**config.mk**
```make
export PLATFORM = sky130hd
export DESIGN_NAME = spi_dma_port
export DESIGN_NICKNAME = d
export VERILOG_FILES = /design/src/rtl/spi_dma_pkg.sv /design/src/rtl/spi_dma_regs.sv /design/src/rtl/spi_dma_master_eng.sv /design/src/rtl/spi_dma_slave_eng.sv /design/src/rtl/spi_dma_port.sv
export SDC_FILE = /design/constraint.sdc
export NUM_CORES = 1
export LEC_CHECK = 0
export BUFFER_PORTS_ARGS = -buffer_cell sky130_fd_sc_hd__buf_2
export CAP_MARGIN = 20
export CORE_ASPECT_RATIO = 1.2
export CORE_UTILIZATION = 40
export CTS_CLUSTER_DIAMETER = 30
export DETAILED_ROUTE_END_ITERATION = 12
export PLACE_DENSITY = 0.58
export SETUP_SLACK_MARGIN = 0.4
export SLEW_MARGIN = 20
export SYNTH_ARGS = -nofsm -noshare
export SYNTH_HDL_FRONTEND = slang
export SYNTH_SLANG_ARGS = --single-unit
```
**constraint.sdc**
```tcl
create_clock -name clk -period 5.25 [get_ports clk]
set_input_delay 1.05 -clock clk [delete_from_list [all_inputs] [get_ports clk]]
set_output_delay 1.05 -clock clk [all_outputs]
set_load 0.02 [all_outputs]
```
**src/rtl/spi_dma_pkg.sv**
```systemverilog
package spi_dma_pkg;

   typedef struct packed {
      logic dma_rx;
      logic dma_en;
      logic cpha;
      logic cpol;
      logic master;
      logic en;
   } spi_ctrl_t;

   localparam int CTRL_W = $bits(spi_ctrl_t);

   localparam logic [1:0] ADDR_CTRL = 2'd0;
   localparam logic [1:0] ADDR_TX   = 2'd1;
   localparam logic [1:0] ADDR_DIV  = 2'd2;
   localparam logic [1:0] ADDR_SEL  = 2'd3;

endpackage

```
**src/rtl/spi_dma_regs.sv**
```systemverilog
module spi_dma_regs
   import spi_dma_pkg::*;
#(
   parameter int WORD_W  = 8,
   parameter int HOST_W  = 16,
   parameter int DIV_W   = 8,
   parameter int NUM_SEL = 4
) (
   input  logic               clk,
   input  logic               rst_n,
   input  logic               wr_en,
   input  logic [1:0]         wr_addr,
   input  logic [HOST_W-1:0]  wr_data,
   input  logic               rd_en,
   input  logic               tx_take,
   input  logic               rx_done,
   input  logic [WORD_W-1:0]  rx_word,
   output spi_ctrl_t          ctrl,
   output logic [DIV_W-1:0]   div,
   output logic [NUM_SEL-1:0] sel_mask,
   output logic [WORD_W-1:0]  tx_buf,
   output logic               tx_empty,
   output logic [WORD_W-1:0]  rx_buf,
   output logic               rx_full,
   output logic               rx_ovf,
   output logic               dma_req
);

   logic unused_wr_hi;
   assign unused_wr_hi = ^wr_data;

   logic rx_keep;
   logic rx_store;
   assign rx_keep  = !(ctrl.dma_en && !ctrl.dma_rx);
   assign rx_store = rx_done && rx_keep && (!rx_full || rd_en);

   always_ff @(posedge clk or negedge rst_n) begin
      if (!rst_n) begin
         ctrl     <= '0;
         div      <= '0;
         sel_mask <= '0;
      end else if (wr_en) begin
         case (wr_addr)
            ADDR_CTRL: ctrl     <= spi_ctrl_t'(wr_data[CTRL_W-1:0]);
            ADDR_DIV:  div      <= wr_data[DIV_W-1:0];
            ADDR_SEL:  sel_mask <= wr_data[NUM_SEL-1:0];
            default:   ;
         endcase
      end
   end

   always_ff @(posedge clk or negedge rst_n) begin
      if (!rst_n) begin
         tx_buf   <= '0;
         tx_empty <= 1'b1;
      end else if (wr_en && wr_addr == ADDR_TX) begin
         tx_buf   <= wr_data[WORD_W-1:0];
         tx_empty <= 1'b0;
      end else if (tx_take) begin
         tx_empty <= 1'b1;
      end
   end

   always_ff @(posedge clk or negedge rst_n) begin
      if (!rst_n) begin
         rx_buf  <= '0;
         rx_full <= 1'b0;
         rx_ovf  <= 1'b0;
      end else begin
         if (rx_store) begin
            rx_buf  <= rx_word;
            rx_full <= 1'b1;
         end else if (rd_en) begin
            rx_full <= 1'b0;
         end
         if (rd_en)
            rx_ovf <= 1'b0;
         else if (rx_done && rx_keep && rx_full)
            rx_ovf <= 1'b1;
      end
   end

   assign dma_req = ctrl.dma_en && (ctrl.dma_rx ? rx_full : tx_empty);

endmodule

```
**src/rtl/spi_dma_master_eng.sv**
```systemverilog
module spi_dma_master_eng #(
   parameter int WORD_W = 8,
   parameter int DIV_W  = 8
) (
   input  logic              clk,
   input  logic              rst_n,
   input  logic              active,
   input  logic              cpol,
   input  logic              cpha,
   input  logic [DIV_W-1:0]  div,
   input  logic              tx_avail,
   input  logic [WORD_W-1:0] tx_buf,
   input  logic              miso,
   output logic              take,
   output logic              busy,
   output logic              sclk,
   output logic              mosi,
   output logic              done,
   output logic [WORD_W-1:0] word
);

   localparam int HC_W = $clog2(2 * WORD_W);
   localparam logic [HC_W-1:0] HC_LAST = HC_W'(2 * WORD_W - 1);

   logic [DIV_W-1:0]  div_cnt;
   logic [HC_W-1:0]   hc;
   logic [WORD_W-1:0] txsh;
   logic [WORD_W-1:0] rxsh;
   logic              busy_q;
   logic              sclk_q;
   logic              tick;
   logic              smp_edge;

   assign tick     = busy_q && (div_cnt == div);
   assign smp_edge = (hc[0] == cpha);
   assign take     = active && !busy_q && tx_avail;

   always_ff @(posedge clk or negedge rst_n) begin
      if (!rst_n) begin
         div_cnt <= '0;
         hc      <= '0;
         txsh    <= '0;
         rxsh    <= '0;
         busy_q  <= 1'b0;
         sclk_q  <= 1'b0;
         done    <= 1'b0;
         word    <= '0;
      end else begin
         done <= 1'b0;
         if (!active) begin
            busy_q <= 1'b0;
            sclk_q <= cpol;
         end else if (!busy_q) begin
            sclk_q <= cpol;
            if (tx_avail) begin
               busy_q  <= 1'b1;
               txsh    <= tx_buf;
               div_cnt <= '0;
               hc      <= '0;
            end
         end else if (tick) begin
            div_cnt <= '0;
            sclk_q  <= ~sclk_q;
            hc      <= hc + 1'b1;
            if (smp_edge)
               rxsh <= {rxsh[WORD_W-2:0], miso};
            else if (!(cpha && hc == '0))
               txsh <= {txsh[WORD_W-2:0], 1'b0};
            if (hc == HC_LAST) begin
               busy_q <= 1'b0;
               done   <= 1'b1;
               word   <= cpha ? {rxsh[WORD_W-2:0], miso} : rxsh;
            end
         end else begin
            div_cnt <= div_cnt + 1'b1;
         end
      end
   end

   assign busy = busy_q;
   assign sclk = sclk_q;
   assign mosi = txsh[WORD_W-1];

endmodule

```
**src/rtl/spi_dma_slave_eng.sv**
```systemverilog
module spi_dma_slave_eng #(
   parameter int WORD_W      = 8,
   parameter int SYNC_STAGES = 2
) (
   input  logic              clk,
   input  logic              rst_n,
   input  logic              active,
   input  logic              cpol,
   input  logic              cpha,
   input  logic              tx_avail,
   input  logic [WORD_W-1:0] tx_buf,
   input  logic              sclk_in,
   input  logic              mosi_in,
   input  logic              ss_n_in,
   output logic              take,
   output logic              miso,
   output logic              done,
   output logic [WORD_W-1:0] word
);

   localparam int CNT_W = (WORD_W > 2) ? $clog2(WORD_W) : 1;
   localparam logic [CNT_W-1:0] CNT_LAST = CNT_W'(WORD_W - 1);

   logic [SYNC_STAGES-1:0] sclk_sync;
   logic [SYNC_STAGES-1:0] mosi_sync;
   logic [SYNC_STAGES-1:0] ss_sync;

   always_ff @(posedge clk or negedge rst_n) begin
      if (!rst_n) begin
         sclk_sync <= '0;
         mosi_sync <= '0;
         ss_sync   <= '1;
      end else begin
         sclk_sync <= {sclk_sync[SYNC_STAGES-2:0], sclk_in};
         mosi_sync <= {mosi_sync[SYNC_STAGES-2:0], mosi_in};
         ss_sync   <= {ss_sync[SYNC_STAGES-2:0], ss_n_in};
      end
   end

   logic sclk_s, mosi_s, ss_s;
   assign sclk_s = sclk_sync[SYNC_STAGES-1];
   assign mosi_s = mosi_sync[SYNC_STAGES-1];
   assign ss_s   = ss_sync[SYNC_STAGES-1];

   logic              sclk_prev;
   logic              sel_q;
   logic              fresh;
   logic [CNT_W-1:0]  cnt;
   logic [WORD_W-1:0] txsh;
   logic [WORD_W-1:0] rxsh;
   logic              unused_rx_top;
   assign unused_rx_top = rxsh[WORD_W-1];

   logic moved, lead, trail, smp, shf, selected, start, last;
   assign moved    = sclk_s != sclk_prev;
   assign lead     = moved && (sclk_s != cpol);
   assign trail    = moved && (sclk_s == cpol);
   assign smp      = cpha ? trail : lead;
   assign shf      = cpha ? lead : trail;
   assign selected = active && !ss_s;
   assign start    = selected && !sel_q;
   assign last     = selected && sel_q && smp && (cnt == CNT_LAST);
   assign take     = (start || last) && tx_avail;

   always_ff @(posedge clk or negedge rst_n) begin
      if (!rst_n) begin
         sclk_prev <= 1'b0;
         sel_q     <= 1'b0;
         fresh     <= 1'b0;
         cnt       <= '0;
         txsh      <= '0;
         rxsh      <= '0;
         done      <= 1'b0;
         word      <= '0;
      end else begin
         sclk_prev <= sclk_s;
         sel_q     <= selected;
         done      <= 1'b0;
         if (!selected) begin
            cnt   <= '0;
            fresh <= 1'b0;
         end else if (start) begin
            txsh  <= tx_avail ? tx_buf : '0;
            fresh <= cpha;
            cnt   <= '0;
         end else if (smp) begin
            rxsh <= {rxsh[WORD_W-2:0], mosi_s};
            if (cnt == CNT_LAST) begin
               done  <= 1'b1;
               word  <= {rxsh[WORD_W-2:0], mosi_s};
               cnt   <= '0;
               txsh  <= tx_avail ? tx_buf : '0;
               fresh <= 1'b1;
            end else begin
               cnt <= cnt + 1'b1;
            end
         end else if (shf) begin
            if (fresh)
               fresh <= 1'b0;
            else
               txsh <= {txsh[WORD_W-2:0], 1'b0};
         end
      end
   end

   assign miso = txsh[WORD_W-1];

endmodule

```
**src/rtl/spi_dma_port.sv**
```systemverilog
module spi_dma_port
   import spi_dma_pkg::*;
#(
   parameter int WORD_W      = 8,
   parameter int HOST_W      = 16,
   parameter int DIV_W       = 8,
   parameter int NUM_SEL     = 4,
   parameter int SYNC_STAGES = 2
) (
   input  logic               clk,
   input  logic               rst_n,
   input  logic               wr_en,
   input  logic [1:0]         wr_addr,
   input  logic [HOST_W-1:0]  wr_data,
   input  logic               rd_en,
   output logic [WORD_W-1:0]  rx_data,
   output logic               tx_empty,
   output logic               rx_full,
   output logic               rx_ovf,
   output logic               dma_req,
   output logic               sclk_o,
   output logic               mosi_o,
   input  logic               miso_i,
   output logic [NUM_SEL-1:0] ss_n_o,
   input  logic               sclk_i,
   input  logic               mosi_i,
   output logic               miso_o,
   input  logic               ss_n_i
);

   if (WORD_W < 2) begin : g_chk_word
      $error("WORD_W must be at least 2");
   end
   if (HOST_W < WORD_W || HOST_W < DIV_W || HOST_W < NUM_SEL || HOST_W < CTRL_W) begin : g_chk_host
      $error("HOST_W must cover every register field");
   end
   if (NUM_SEL < 1 || DIV_W < 1) begin : g_chk_sel
      $error("NUM_SEL and DIV_W must be at least 1");
   end
   if (SYNC_STAGES < 2) begin : g_chk_sync
      $error("SYNC_STAGES must be at least 2");
   end

   spi_ctrl_t          ctrl_q;
   logic [DIV_W-1:0]   div_q;
   logic [NUM_SEL-1:0] sel_mask;
   logic [WORD_W-1:0]  tx_buf;
   logic               m_take, s_take, m_done, s_done, m_busy;
   logic [WORD_W-1:0]  m_word, s_word;
   logic               rx_done;
   logic [WORD_W-1:0]  rx_word;
   logic               m_active, s_active;

   assign m_active = ctrl_q.en && ctrl_q.master;
   assign s_active = ctrl_q.en && !ctrl_q.master;
   assign rx_done  = m_done || s_done;
   assign rx_word  = m_done ? m_word : s_word;

   spi_dma_regs #(
      .WORD_W(WORD_W), .HOST_W(HOST_W), .DIV_W(DIV_W), .NUM_SEL(NUM_SEL)
   ) u_regs (
      .clk(clk), .rst_n(rst_n),
      .wr_en(wr_en), .wr_addr(wr_addr), .wr_data(wr_data), .rd_en(rd_en),
      .tx_take(m_take || s_take), .rx_done(rx_done), .rx_word(rx_word),
      .ctrl(ctrl_q), .div(div_q), .sel_mask(sel_mask),
      .tx_buf(tx_buf), .tx_empty(tx_empty),
      .rx_buf(rx_data), .rx_full(rx_full), .rx_ovf(rx_ovf), .dma_req(dma_req)
   );

   spi_dma_master_eng #(.WORD_W(WORD_W), .DIV_W(DIV_W)) u_master (
      .clk(clk), .rst_n(rst_n), .active(m_active),
      .cpol(ctrl_q.cpol), .cpha(ctrl_q.cpha), .div(div_q),
      .tx_avail(!tx_empty), .tx_buf(tx_buf), .miso(miso_i),
      .take(m_take), .busy(m_busy), .sclk(sclk_o), .mosi(mosi_o),
      .done(m_done), .word(m_word)
   );

   spi_dma_slave_eng #(.WORD_W(WORD_W), .SYNC_STAGES(SYNC_STAGES)) u_slave (
      .clk(clk), .rst_n(rst_n), .active(s_active),
      .cpol(ctrl_q.cpol), .cpha(ctrl_q.cpha),
      .tx_avail(!tx_empty), .tx_buf(tx_buf),
      .sclk_in(sclk_i), .mosi_in(mosi_i), .ss_n_in(ss_n_i),
      .take(s_take), .miso(miso_o), .done(s_done), .word(s_word)
   );

   for (genvar i = 0; i < NUM_SEL; i++) begin : g_sel
      assign ss_n_o[i] = !(m_active && sel_mask[i]);
   end

endmodule

```
==> run_summary.xml, run 1 <==
<?xml version="1.0" encoding="UTF-8"?>
<metrics>
  <group name="clocking">
    <metric name="clkSinkCount" unit="">112</metric>
    <metric name="clk_path_buf_depth" unit="">2</metric>
    <metric name="insertion_delay" unit="ps">360</metric>
    <metric name="number_of_setup_buffers_added_after_cts" unit="">0</metric>
    <metric name="cts_resized" unit="">0</metric>
    <metric name="holdBufCountCts" unit="">0</metric>
    <metric name="clk_pin_slew_worst_paths" unit="ps">70</metric>
    <metric name="ctsHtreeMaxLevel" unit="">3</metric>
    <metric name="cts-buffers-inserted" unit="">9</metric>
    <metric name="clock_tree_from_tritoncts" unit="">done</metric>
    <metric name="clock_tree.root_cell" unit="">clkbuf_16</metric>
  </group>
  <group name="logic_synthesis">
    <metric name="postSynthRegisterBits" unit="">112</metric>
    <metric name="asyncSetResetFlopFracSynth" unit="">1.000</metric>
    <metric name="synth_cell_type_count" unit="">41</metric>
    <metric name="dominantRegCellSynth" unit="">dfrtp_1</metric>
    <metric name="yosys_warnings" unit="">0</metric>
    <metric name="syn_area" unit="mm2">0.004962</metric>
    <metric name="synth_cells" unit="">376</metric>
    <metric name="mappedNetlistNets" unit="">407</metric>
    <metric name="synth_seq_area_share" unit="">0.5656</metric>
    <metric name="post_synth.cell_area_avg" unit="um2">13.20</metric>
    <metric name="synth-edff-count" unit="">0</metric>
  </group>
  <group name="worst_setup_path">
    <metric name="cpPeakStageDelay" unit="ps">670</metric>
    <metric name="worst_setup_path_end_kind" unit="">register</metric>
    <metric name="worst_setup_path_start_kind" unit="">register</metric>
    <metric name="crit_path_max_fanout" unit="">13</metric>
    <metric name="cp_data_arrival_time" unit="ps">2950</metric>
    <metric name="cp_data_required_time" unit="ps">5490</metric>
    <metric name="critical_path.cell_chain" unit="">xor2_1, mux2i_2, nand4_1, mux2_2</metric>
    <metric name="critical_path_class" unit="">register to register</metric>
    <metric name="cpMaxStageDelayCell" unit="">dfrtp_1</metric>
  </group>
  <group name="drt">
    <metric name="drtAntennaViolNets" unit="">0</metric>
    <metric name="via_count" unit="">2941</metric>
    <metric name="dr.pass1.iters" unit="">4</metric>
    <metric name="routedWlPerCell" unit="um">15.54</metric>
    <metric name="wl" unit="mm">9.062</metric>
    <metric name="remaining_routing_drc_violations" unit="">0</metric>
    <metric name="post_drt_via_cell_ratio" unit="">5.045</metric>
    <metric name="initialDrtViolationCount" unit="">81</metric>
  </group>
  <group name="pwr">
    <metric name="max-vdd-ir-drop" unit="mV">0.1534</metric>
    <metric name="power.density_cell_area" unit="mW/mm2">360.7</metric>
    <metric name="p_comb_frac" unit="">0.156</metric>
    <metric name="power.internal" unit="W">0.001467</metric>
    <metric name="switching_share" unit="">0.2751</metric>
    <metric name="share_clk_of_total_power" unit="">0.321</metric>
    <metric name="share_seq_of_total_power" unit="">0.523</metric>
    <metric name="p_leak" unit="nW">2.586</metric>
    <metric name="power.switching" unit="W">0.0005567</metric>
  </group>
  <group name="sta">
    <metric name="drv_slew" unit="">0</metric>
    <metric name="layout_worst_path_cycle_share" unit="">0.5151</metric>
    <metric name="fin_setup_tns" unit="ps">0</metric>
    <metric name="fin_crit" unit="ps">2704</metric>
    <metric name="slew-limit-headroom" unit="">0.4030</metric>
    <metric name="max_freq" unit="MHz">369.8</metric>
    <metric name="finalHoldViolations" unit="">0</metric>
    <metric name="final-setup-viol-count" unit="">0</metric>
    <metric name="finClkSkew" unit="ps">9.055</metric>
    <metric name="grt_setup_unrepaired" unit="">no</metric>
    <metric name="fin_hold_ws" unit="ps">352.2</metric>
    <metric name="worst_slew_pin_slew" unit="ps">895.5</metric>
    <metric name="final_critical_path_setup_slack" unit="ps">2546</metric>
  </group>
  <group name="placed_design">
    <metric name="hpwlAfterDp" unit="mm">6.326</metric>
    <metric name="globalplace.congestion" unit="">0.7599</metric>
    <metric name="port-buffer-count" unit="">36</metric>
    <metric name="dp_worst_setup_slack" unit="ps">2500</metric>
  </group>
  <group name="global_routing">
    <metric name="antenna_found_initial" unit="">0</metric>
    <metric name="grt_max_degree" unit="">72</metric>
    <metric name="globalRoute.totalOverflow" unit="">0</metric>
    <metric name="vias_in_the_first_global_route" unit="">3056</metric>
    <metric name="grt_first_pass_wirelength" unit="mm">15.57</metric>
    <metric name="global_route.usage.total" unit="">0.1572</metric>
  </group>
  <group name="finish">
    <metric name="post_route_cells_drive_above_1_share" unit="">0.3815</metric>
    <metric name="final_layout_net_count" unit="">448</metric>
    <metric name="combined_area_of_the_multi_input_logic_cells" unit="mm2">0.002097</metric>
    <metric name="syn2layout_area_growth" unit="%">13.06</metric>
    <metric name="ff_latch_area" unit="mm2">0.002806</metric>
    <metric name="filler_cell_count" unit="">1129</metric>
    <metric name="num_antenna_cells" unit="">0</metric>
  </group>
  <group name="die">
    <metric name="floorplan.core_area" unit="mm2">0.01211</metric>
    <metric name="floorplan.initialDensity" unit="">0.4097</metric>
    <metric name="row_count" unit="">44</metric>
    <metric name="die_area" unit="mm2">0.01286</metric>
    <metric name="die-width" unit="um">103.7</metric>
    <metric name="die-height" unit="um">124.0</metric>
    <metric name="boundaryPins" unit="">45</metric>
  </group>
  <group name="job">
    <metric name="max-cap-violations" unit="">0</metric>
  </group>
  <group name="status">
    <metric name="outcome" unit="">completed</metric>
  </group>
  <group name="hold_path">
    <metric name="timing.hold.worst.class" unit="">register to register</metric>
  </group>
</metrics>
==> worst paths after layout <==
kind / startpoint / to / slack [ps] / cells after the start
min in group asynchronous: rst_n / u_master.div_cnt[5] / 800 / 1
hold / removal: u_slave.sclk_sync[0] / u_slave.sclk_sync[1] / 350 / 0
setup / recovery: u_regs.ctrl[3] / u_slave.word[1] / 2550 / 4
setup reg to reg: u_regs.ctrl[3] / u_slave.word[1] / 2550 / 4
hold reg to reg: u_slave.sclk_sync[0] / u_slave.sclk_sync[1] / 350 / 0
max in group asynchronous: rst_n / u_master.rxsh[6] / 3360 / 2
==> synth_stat cells (all sizes together), types with 2 or more instances <==
library cell / number / area [um2]
nand3: 10 / 50.05
clkbuf: 5 / 18.77
a21oi: 12 / 60.06
and2: 2 / 12.51
ha: 5 / 62.56
and4: 2 / 17.52
a31oi: 2 / 12.51
nor2b: 9 / 56.30
nor4: 2 / 25.02
dfrtp: 109 / 2728
nor2: 24 / 92.59
nand4b: 2 / 23.77
nand3b: 2 / 15.01
nand4: 5 / 31.28
o21a: 2 / 15.01
nand2: 15 / 58.81
or3: 3 / 18.77
buf: 2 / 11.26
nor3: 2 / 10.01
nand2b: 3 / 18.77
xor2: 15 / 131.4
mux2i: 13 / 133.9
inv: 10 / 37.54
dfstp: 3 / 78.83
nor3b: 4 / 35.03
mux2: 94 / 1089
o21ai: 13 / 72.57
==> cells in the final DEF, fill, tap and decap left out, types with 11 or more instances in the layout <==
cell type  count
dfrtp_1      109
mux2i_1       12
a21oi_1       11
nor2_1        23
o21ai_0       11
nand2_1       14
xor2_1        15
mux2_2        86
buf_2         35
==> area by class of cell <==
| type | instances | area share |
|---|---|---|
| Sequential cell | 112 | 0.5002 |
| Multi-Input combinational cell | 247 | 0.3738 |
| Clock buffer | 9 | 0.04014 |
| Tap cell | 161 | 0.03591 |
| Timing Repair Buffer | 37 | 0.03390 |
| Clock inverter | 7 | 0.009367 |
| Inverter | 10 | 0.006690 |
==> through the flow <==
step,util,std cells,power [W],area (um2)
6_report,0.4632,583,0.002024,5610
5_1_grt,0.4632,583,0.002133,5610
4_1_cts,0.4629,583,0.002057,5607
3_5_place_dp,0.4400,567,0.001398,5329
3_3_place_gp,0.4396,567,0.001385,5324
2_1_floorplan,-,376,0.001291,4962
==> registers in the layout, summed over array words and instances (netlist names), 8 cells and up <==
| name | flops |
|---|---|
| u_regs.rx_buf | 8 |
| u_slave.txsh | 8 |
| u_slave.word | 8 |
| u_regs.tx_buf | 8 |
| u_master.rxsh | 8 |
| u_master.txsh | 8 |
| u_master.div_cnt | 8 |
| u_regs.div | 8 |
| u_master.word | 8 |
==> per-layer routing <==
layer | GRT usage | routed length [um] | share of wire | vias up
met3 | 0.03349 | 252 | 0.028 | 14
met4 | 0.06696 | 163 | 0.018 | 0
met1 | 0.2035 | 4224 | 0.47 | 1486
li1 | - | - | - | 1411
met2 | 0.2580 | 4422 | 0.49 | 30
met5 | 0 | 0 | 0 | -
==> cell families after synthesis <==
family                     after synthesis  synth area share
muxes                                  107            0.2463
buffers and inverters                   17           0.01362
DFF                                    112            0.5656
xor gates and xnor gates                16           0.02824
and+or+nand+nor                         85           0.09380
AOI/OAI and AO/OA                       34           0.03984
adders and majority gates                5           0.01261
==> worst max-delay path: cells and delay by family, from the launching register on <==
family,cells,cell delay [ps]
xor+xnor,1,330
flops,1,670
simple gates,1,600
mux,2,1000
==> power groups by stage <==
stage | clock network (W) | registers (W) | logic (W)
final | 0.000649 | 0.00106 | 0.000315
after global routing | 0.000705 | 0.00108 | 0.000350
after CTS | 0.000674 | 0.00106 | 0.000322
after detailed placement | 0 | 0.00108 | 0.000320
after global placement | 0 | 0.00107 | 0.000312
after floorplan | 0 | 0.00105 | 0.000241
No activity file was read; power rests on OpenSTA's default activity.
==> inputs of run 2 (changes only) <==
- clock period: 5.25 -> 2.5 ns (I/O delays scaled with it)
==> run_summary.xml, run 2 (synthesis results as in run 1) <==
<?xml version="1.0" encoding="UTF-8"?>
<metrics>
  <group name="sta">
    <metric name="slew-limit-headroom" unit="">0.5895</metric>
    <metric name="drv_slew" unit="">0</metric>
    <metric name="finalHoldViolations" unit="">0</metric>
    <metric name="final-setup-viol-count" unit="">0</metric>
    <metric name="worst_slew_pin_slew" unit="ps">615.8</metric>
    <metric name="fin_setup_tns" unit="ps">0</metric>
    <metric name="fin_crit" unit="ps">1974</metric>
    <metric name="grt_setup_unrepaired" unit="">no</metric>
    <metric name="finClkSkew" unit="ps">4.502</metric>
    <metric name="layout_worst_path_cycle_share" unit="">0.7895</metric>
    <metric name="max_freq" unit="MHz">506.6</metric>
  </group>
  <group name="worst_setup_path">
    <metric name="cp_data_required_time" unit="ps">2000</metric>
    <metric name="cpLargestDelayFamily" unit="">flip-flops</metric>
    <metric name="cp_data_arrival_time" unit="ps">1470</metric>
    <metric name="critical_path_class" unit="">register to output port</metric>
    <metric name="path_buf_inv" unit="">1</metric>
    <metric name="cpPeakStageDelay" unit="ps">720</metric>
    <metric name="critical_path.cell_chain" unit="">mux2i_1, nor2_1, buf_2</metric>
    <metric name="worst_setup_path_start_kind" unit="">register</metric>
    <metric name="crit_path_max_fanout" unit="">14</metric>
    <metric name="cpMaxStageDelayCell" unit="">dfstp_2</metric>
    <metric name="worst_setup_path_end_kind" unit="">output port</metric>
  </group>
  <group name="die">
    <metric name="die-height" unit="um">124.0</metric>
    <metric name="floorplan.core_area" unit="mm2">0.01211</metric>
    <metric name="die_area" unit="mm2">0.01286</metric>
    <metric name="die-width" unit="um">103.7</metric>
    <metric name="floorplan.initialDensity" unit="">0.4097</metric>
    <metric name="boundaryPins" unit="">45</metric>
    <metric name="row_count" unit="">44</metric>
  </group>
  <group name="placed_design">
    <metric name="postPlaceCellArea" unit="mm2">0.005426</metric>
    <metric name="port-buffer-count" unit="">36</metric>
    <metric name="dp.cells" unit="">579</metric>
    <metric name="globalplace.congestion" unit="">0.7924</metric>
    <metric name="hpwlAfterDp" unit="mm">6.511</metric>
  </group>
  <group name="clocking">
    <metric name="clk_pin_slew_worst_paths" unit="ps">70</metric>
    <metric name="cts-buffers-inserted" unit="">9</metric>
    <metric name="insertion_delay" unit="ps">350</metric>
    <metric name="clock_tree_from_tritoncts" unit="">done</metric>
    <metric name="clkSinkCount" unit="">112</metric>
    <metric name="ctsHtreeMaxLevel" unit="">3</metric>
    <metric name="clock_tree.root_cell" unit="">clkbuf_16</metric>
    <metric name="clk_path_buf_depth" unit="">2</metric>
    <metric name="number_of_setup_buffers_added_after_cts" unit="">0</metric>
  </group>
  <group name="pwr">
    <metric name="power" unit="W">0.004416</metric>
    <metric name="p_leak" unit="nW">2.673</metric>
    <metric name="power.density_cell_area" unit="mW/mm2">762.8</metric>
    <metric name="max-vdd-ir-drop" unit="mV">0.3283</metric>
  </group>
  <group name="drt">
    <metric name="wl" unit="mm">9.388</metric>
    <metric name="drtAntennaViolNets" unit="">0</metric>
    <metric name="initialDrtViolationCount" unit="">90</metric>
    <metric name="dr.pass1.iters" unit="">4</metric>
    <metric name="via_count" unit="">3011</metric>
    <metric name="remaining_routing_drc_violations" unit="">0</metric>
    <metric name="post_drt_via_cell_ratio" unit="">5.061</metric>
    <metric name="routedWlPerCell" unit="um">15.78</metric>
  </group>
  <group name="finish">
    <metric name="num_antenna_cells" unit="">0</metric>
    <metric name="post_layout_nonfiller_instances" unit="">595</metric>
    <metric name="mostFrequentLayoutCell" unit="">dfrtp_1</metric>
    <metric name="syn2layout_area_growth" unit="%">16.67</metric>
    <metric name="final_cell_mix" unit="">109 x dfrtp_1, 86 x mux2_2, 35 x buf_2</metric>
    <metric name="final_layout_net_count" unit="">460</metric>
    <metric name="stdcell_area" unit="mm2">0.005789</metric>
    <metric name="post_route_cells_drive_above_1_share" unit="">0.3986</metric>
    <metric name="layout.core_utilization" unit="">0.4780</metric>
  </group>
  <group name="global_routing">
    <metric name="global_route.usage.total" unit="">0.1614</metric>
    <metric name="grt_first_pass_wirelength" unit="mm">15.88</metric>
    <metric name="vias_in_the_first_global_route" unit="">3193</metric>
    <metric name="antenna_found_initial" unit="">0</metric>
    <metric name="grt_max_degree" unit="">46</metric>
    <metric name="globalRoute.totalOverflow" unit="">0</metric>
  </group>
  <group name="hold_path">
    <metric name="timing.hold.worst.class" unit="">input pin to async pin</metric>
  </group>
  <group name="status">
    <metric name="outcome" unit="">completed</metric>
  </group>
  <group name="job">
    <metric name="max-cap-violations" unit="">0</metric>
  </group>
</metrics>
## run 2: cell types whose count changed in the layout (fill, tap and decap cells not counted), sizes merged
cell,before,now
buf,37,49
bufinv,0,1
clkbuf,9,10
clkinv,3,2
clkinvlp,1,2
inv,13,11
## run 2: report_power, final
part           switching, W  leakage (nW)  total (W)  internal, W
Sequential         0.000170          1.42    0.00221      0.00204
Combinational      0.000343          1.11   0.000723     0.000379
Clock              0.000672         0.145    0.00148     0.000809
## run 2: area by class of cell
cell class	count	area (um2)
Multi-Input combinational cell	247	2145
Timing Repair Buffer	49	292.8
Fill cell	1101	6322
Sequential cell	112	2806
Clock inverter	6	67.56
Inverter	10	37.54
Tap cell	161	201.4
Clock buffer	10	239.0
## run 2: path summary, 6_finish.rpt
check,from,end,cells after the start,slack [ps]
worst max-delay path,u_regs.tx_empty,dma_req,3,530
worst min-delay path,rst_n,u_regs.div[2],1,150
worst max register to register,u_master.div_cnt[1],u_master.word[7],5,530
worst min register to register,u_slave.sclk_sync[0],u_slave.sclk_sync[1],0,360
max in group asynchronous,rst_n,u_regs.tx_empty,2,1620
min in group clk,ss_n_i,u_slave.ss_sync[0],1,250
## run 2: metal layers
| metal | routed length [um] | global-route usage | vias to the layer above | share of wire |
|---|---|---|---|---|
| met5 | 0 | 0 | - | 0 |
| met4 | 158 | 0.07500 | 0 | 0.017 |
| met3 | 237 | 0.02721 | 12 | 0.025 |
| met1 | 4229 | 0.1970 | 1524 | 0.45 |
| li1 | - | - | 1439 | - |
| met2 | 4762 | 0.2827 | 36 | 0.51 |
## run 2: stage by stage
stage | hold WS [ps] | setup slack, ps
2_1_floorplan | 204.4 | 474.6
3_3_place_gp | 338.3 | 221.2
3_5_place_dp | 337.8 | 199.0
4_1_cts | 179.7 | 416.8
5_1_grt | 209.2 | 403.1
6_report | 151.2 | 526.2
## run 2: timing repair
action,CTS,global route
setup endpoints to repair,23,40
resized for setup,4,4
hold buffers,0,0
pin swaps,0,3
